## config.mk

```make
export PLATFORM = sky130hd
export DESIGN_NAME = sp_delta_tracker
export DESIGN_NICKNAME = d
export VERILOG_FILES = /design/src/rtl/sp_delta_pkg.sv /design/src/rtl/sp_delta_adjust.sv /design/src/rtl/sp_delta_ckpt.sv /design/src/rtl/sp_delta_tracker.sv
export SDC_FILE = /design/constraint.sdc
export NUM_CORES = 1
export LEC_CHECK = 0
export CORE_MARGIN = 10
export CORE_UTILIZATION = 64
export DETAILED_ROUTE_END_ITERATION = 6
export DONT_BUFFER_PORTS = 1
export PLACE_DENSITY = 0.8
export SLEW_MARGIN = 0
export SYNTH_ARGS = -nofsm -noshare
export SYNTH_HDL_FRONTEND = slang
export SYNTH_SLANG_ARGS = --single-unit
```

## constraint.sdc

```tcl
create_clock -name clk -period 5.2 [get_ports clk]
set_clock_uncertainty 0.2 [all_clocks]
set_input_delay 1.04 -clock clk [delete_from_list [all_inputs] [get_ports clk]]
set_output_delay 1.04 -clock clk [all_outputs]
set_load 0.1 [all_outputs]
```

## src/rtl/sp_delta_pkg.sv

```systemverilog
package sp_delta_pkg;

   typedef enum logic [2:0] {
      CLS_OTHER = 3'd0,
      CLS_PUSH  = 3'd1,
      CLS_POP   = 3'd2,
      CLS_CALL  = 3'd3,
      CLS_RET   = 3'd4,
      CLS_SPUSE = 3'd5
   } op_class_e;

   // operand size code to byte count
   function automatic logic [3:0] size_bytes(input logic [1:0] code);
      case (code)
         2'd0:    size_bytes = 4'd2;
         2'd1:    size_bytes = 4'd4;
         default: size_bytes = 4'd8;
      endcase
   endfunction

endpackage

```

## src/rtl/sp_delta_adjust.sv

```systemverilog
module sp_delta_adjust
   import sp_delta_pkg::*;
#(
   parameter int DELTA_W = 8
) (
   input  logic [2:0]         cls,
   input  logic [1:0]         size_code,
   input  logic [DELTA_W-1:0] delta_q,
   output logic [DELTA_W-1:0] disp,
   output logic [DELTA_W-1:0] delta_nxt,
   output logic               adjusts,
   output logic               overflow
);
   localparam int EXT_W = DELTA_W + 1;

   logic [EXT_W-1:0] ext;
   logic [EXT_W-1:0] amt;
   logic [EXT_W-1:0] sum;

   always_comb begin
      ext     = {delta_q[DELTA_W-1], delta_q};
      amt     = EXT_W'(size_bytes(size_code));
      sum     = ext;
      disp    = delta_q;
      adjusts = 1'b0;
      case (op_class_e'(cls))
         CLS_PUSH, CLS_CALL: begin
            // push applies its offset before forming the address
            sum     = ext - amt;
            disp    = sum[DELTA_W-1:0];
            adjusts = 1'b1;
         end
         CLS_POP, CLS_RET: begin
            // pop forms its address first, then applies the offset
            sum     = ext + amt;
            disp    = delta_q;
            adjusts = 1'b1;
         end
         default: begin
            sum  = ext;
            disp = delta_q;
         end
      endcase
      overflow  = adjusts & (sum[EXT_W-1] ^ sum[DELTA_W-1]);
      delta_nxt = sum[DELTA_W-1:0];
   end

endmodule

```

## src/rtl/sp_delta_ckpt.sv

```systemverilog
module sp_delta_ckpt #(
   parameter int DEPTH   = 8,
   parameter int DELTA_W = 8,
   localparam int TAG_W  = $clog2(DEPTH)
) (
   input  logic               clk,
   input  logic               rst_n,
   input  logic               wr_en,
   input  logic [TAG_W-1:0]   wr_tag,
   input  logic [DELTA_W-1:0] wr_data,
   input  logic [TAG_W-1:0]   rd_tag,
   output logic [DELTA_W-1:0] rd_data
);
   logic [DELTA_W-1:0] entry [DEPTH];

   for (genvar g = 0; g < DEPTH; g++) begin : g_entry
      always_ff @(posedge clk) begin
         if (!rst_n) begin
            entry[g] <= '0;
         end else if (wr_en && (wr_tag == TAG_W'(g))) begin
            entry[g] <= wr_data;
         end
      end
   end

   assign rd_data = entry[rd_tag];

   // a written entry reads back its data one cycle later
   assert_ckpt_write_R8: assert property (@(posedge clk) disable iff (!rst_n)
      wr_en |=> (entry[$past(wr_tag)] == $past(wr_data)));

endmodule

```

## src/rtl/sp_delta_tracker.sv

```systemverilog
module sp_delta_tracker
   import sp_delta_pkg::*;
#(
   parameter int DELTA_W  = 8,
   parameter int NUM_CKPT = 8,
   localparam int TAG_W   = $clog2(NUM_CKPT)
) (
   input  logic               clk,
   input  logic               rst_n,
   input  logic               in_valid,
   input  logic [2:0]         in_class,
   input  logic [1:0]         in_size,
   input  logic               in_branch,
   input  logic [TAG_W-1:0]   in_tag,
   input  logic               recover,
   input  logic [TAG_W-1:0]   recover_tag,
   output logic [DELTA_W-1:0] mem_disp,
   output logic               sync_req,
   output logic [DELTA_W-1:0] sync_delta,
   output logic               stall
);
   // elaboration checks
   if (DELTA_W < 5) begin : g_bad_width
      $error("DELTA_W must hold at least +/-8 with margin");
   end
   if (NUM_CKPT < 2 || (1 << TAG_W) != NUM_CKPT) begin : g_bad_depth
      $error("NUM_CKPT must be a power of two of at least 2");
   end

   logic [DELTA_W-1:0] delta_q;
   logic [DELTA_W-1:0] delta_d;
   logic [DELTA_W-1:0] delta_nxt;
   logic [DELTA_W-1:0] disp;
   logic [DELTA_W-1:0] ckpt_rd;
   logic               adjusts;
   logic               overflow;
   logic               is_spuse;
   logic               need_sync;
   logic               accept;

   sp_delta_adjust #(.DELTA_W(DELTA_W)) adj_i (
      .cls       (in_class),
      .size_code (in_size),
      .delta_q   (delta_q),
      .disp      (disp),
      .delta_nxt (delta_nxt),
      .adjusts   (adjusts),
      .overflow  (overflow)
   );

   sp_delta_ckpt #(.DEPTH(NUM_CKPT), .DELTA_W(DELTA_W)) ckpt_i (
      .clk     (clk),
      .rst_n   (rst_n),
      .wr_en   (accept && in_branch),
      .wr_tag  (in_tag),
      .wr_data (delta_nxt),
      .rd_tag  (recover_tag),
      .rd_data (ckpt_rd)
   );

   always_comb begin
      is_spuse  = in_valid && (op_class_e'(in_class) == CLS_SPUSE);
      need_sync = in_valid && !recover &&
                  ((is_spuse && (delta_q != '0)) || overflow);
      accept    = in_valid && !recover && !need_sync;
      if (recover)        delta_d = ckpt_rd;
      else if (need_sync) delta_d = '0;
      else if (accept)    delta_d = delta_nxt;
      else                delta_d = delta_q;
   end

   always_ff @(posedge clk) begin
      if (!rst_n) delta_q <= '0;
      else        delta_q <= delta_d;
   end

   assign mem_disp   = disp;
   assign sync_req   = need_sync;
   assign sync_delta = need_sync ? delta_q : '0;
   assign stall      = need_sync;

   // a sync always carries a nonzero offset
   assert_sync_nonzero_R5: assert property (@(posedge clk) disable iff (!rst_n)
      sync_req |-> (sync_delta != '0));

   // the offset is empty after a sync
   assert_sync_clears_R5: assert property (@(posedge clk) disable iff (!rst_n)
      (sync_req && !recover) |=> (delta_q == '0));

   // recovery suppresses any sync
   assert_recover_wins_R9: assert property (@(posedge clk) disable iff (!rst_n)
      recover |-> !sync_req && !stall);

   // recovery restores the checkpointed offset
   assert_recover_restore_R8: assert property (@(posedge clk) disable iff (!rst_n)
      recover |=> (delta_q == $past(ckpt_rd)));

   // accepted push lowers the offset by the operand size
   assert_push_step_R2: assert property (@(posedge clk) disable iff (!rst_n)
      (in_valid && !recover && !stall && op_class_e'(in_class) == CLS_PUSH)
      |=> (delta_q == $past(delta_q) - DELTA_W'(size_bytes($past(in_size)))));

   // accepted pop raises the offset by the operand size
   assert_pop_step_R3: assert property (@(posedge clk) disable iff (!rst_n)
      (in_valid && !recover && !stall && op_class_e'(in_class) == CLS_POP)
      |=> (delta_q == $past(delta_q) + DELTA_W'(size_bytes($past(in_size)))));

   // a stalled instruction leaves the offset at zero
   assert_stall_hold_R10: assert property (@(posedge clk) disable iff (!rst_n)
      (stall && !recover) |=> (delta_q == '0));

endmodule

```

==> results.yml <==
worst_setup_path:
  cp-start-kind: "input port"
  crit_arrival_ns: 3.65
  crit_fanout: 10
  worst_setup_path_end_kind: "output port"
  required_ns: 3.96
  criticalPathCategory: "input port to output port"
timing:
  setup_violations: 0
  holdWs_ns: 0.571
  slew_headroom: 0.188
  min_period_ns: 4.89
  hold_viol: 0
  finalMaxSlewViolations: 0
  rsz0062_at_grt: "false"
  fmax_mhz: 204
  worstMarginPinSlew_ns: 1.21
  setup_tns_ns: 0
  period_share: 0.941
drt:
  drtAntennaViolNets: 0
  dr.pass1.iters: 5
  drtIter0Drc: 209
  num_vias: 2943
  avgViaCountPerCell: 6.70
  routed_wl_um: 9330
  drc: 0
  wire_per_inst_um: 21.2
cts:
  cts_resized: 0
  insertion_delay_ns: 0.34
  clkSinkCount: 72
  cts_setup_buffers: 0
  h-tree-depth: 3
  cts_root_buf: "clkbuf_8"
  path_clk_slew_ns: 0.06
  hold_buffers: 0
  cts_max_path_buffers: 2
  cts_tree: "done"
  numCtsBuffers: 9
finish:
  drive_above_1_share: 0.191
  fin_area_um2: 4510
  diodes: 0
  area_growth_pct: 10.5
  final_core_util: 0.718
  final_nets: 383
  final_common_cell: "edfxtp_1"
  mostFrequentLayoutCells: "edfxtp_1 (64), nor2_1 (62), nand2_1 (23)"
power_and_ir_drop:
  max-vdd-ir-drop_v: 0.000288
  power.leakage_nw: 1.64
  power_w: 0.00139
  powerDensity_nw_per_um2: 307
yosys:
  syn_area_per_cell_um2: 11.5
  syn-num-nets: 379
  ys_types: 59
  yosysWarnings: 0
  syn_area_um2: 4080
  yosysSeqAreaShare: 0.510
  synth_seq_cells: 72
  synth_edf_count: 64
  ys.flop_type: "edfxtp_1"
  postSynthCellCount: 354
  async_reset_ff_frac: 0
die:
  coreArea_um2: 6280
  die_x_um: 99.8
  fp.dieArea_um2: 9970
  chipHeight_um: 99.8
  rows: 29
  initial_utilization: 0.650
  io_pins: 34
global_routing:
  grt_overflow: 0
  grt_use_met3: 0.0488
  grt_pass1_vias: 2951
  top_usage_layer: "met2"
  grt_use_met2: 0.322
  grt_pass1_wl_um: 15100
  grt_max_degree: 22
  grt.total_usage: 0.190
  antenna_found_initial: 0
  met1_usage: 0.219
placed_design:
  hpwl_um: 6900
  routabilityCongestion: 0.930
  postPlaceCellArea_um2: 4330
  portBuffers: 0
status:
  status: "complete, no violations"
run:
  max_cap_viol_count: 0
hold_path:
  hold_path_class: "flop to flop"
power by group:
part | internal [W] | switching (W) | total [W]
registers | 0.000653 | 0.0000195 | 0.000672
clock network | 0.000217 | 0.000196 | 0.000413
logic | 0.0000939 | 0.000207 | 0.000301
total | 0.000963 | 0.000422 | 0.00139
per-stage QoR:
| stage | cells | setup slack (ns) |
|---|---|---|
| after floorplan | 354 | -0.00223 |
| after global placement | 424 | 0.404 |
| after detailed placement | 424 | 0.320 |
| after CTS | 439 | 0.319 |
| after global routing | 439 | 0.164 |
| final | 439 | 0.309 |
critical path, stage by stage:
cell,delay (ns)
nor2_1,0.17
ha_1,0.19
inv_1,0.05
fa_1,0.42
a21o_1,0.25
nor3_4,0.22
nor3_1,0.12
or4_4,0.54
nand3_2,0.18
and2_2,0.20
buf_12,0.24
worst paths after layout:
kind	start	slack [ns]	end	depth (start not counted)
worst max-delay path	in_size[0]	0.31	stall	11
worst min-delay path	delta_q[1]	0.57	delta_q[1]	2
worst max register to register	delta_q[2]	1.29	ckpt_i.entry[2][5]	9
worst min register to register	delta_q[1]	0.57	delta_q[1]	2
layout make-up:
class	count	area [µm²]
Clock buffer	11	131
Clock inverter	4	46.3
Fill cell	425	1770
Inverter	8	30.0
Multi-Input combinational cell	247	1860
Sequential cell	72	2080
Tap cell	77	96.3
Timing Repair Buffer	20	263
Yosys cell counts, types with 3 or more instances:
master / count / share of area
clkbuf_1: 14 / 0.013
nand3_4: 3 / 0.013
buf_6: 3 / 0.0083
o31ai_1: 3 / 0.0055
nor2_1: 62 / 0.057
o21ai_1: 6 / 0.0074
o311ai_0: 6 / 0.013
xor2_1: 5 / 0.011
ha_1: 7 / 0.021
mux4_2: 16 / 0.088
nand3_1: 11 / 0.013
edfxtp_1: 64 / 0.47
nor3b_1: 4 / 0.0074
nor3_1: 6 / 0.0074
xnor2_1: 4 / 0.0086
nand2_1: 23 / 0.021
nor2b_1: 4 / 0.0061
nor4_1: 3 / 0.0046
a21oi_1: 10 / 0.012
buf_4: 3 / 0.0055
nand3b_1: 6 / 0.011
inv_1: 8 / 0.0074
dfxtp_1: 8 / 0.039
o21ai_0: 6 / 0.0074
mux2i_1: 7 / 0.017
nand4_1: 7 / 0.011
and3_1: 12 / 0.018
buf_2: 5 / 0.0061
logic make-up after synthesis:
family | share of synthesized area
compound gates | 0.0794
xor+xnor | 0.0193
simple gates | 0.207
mux | 0.108
flops | 0.510
fa+ha+maj | 0.0313
buf+inv | 0.0448
sequential cells by signal, indices dropped and copies added, names as in the netlist:
register	flops
ckpt_i.entry	64
delta_q	8
layer usage:
layer / vias up / routed length, µm
li1: 1334 / -
met1: 1443 / 3430
met2: 139 / 4900
met3: 27 / 717
met4: 0 / 276
met5: - / 0
No activity file was read; power rests on OpenSTA's default activity.
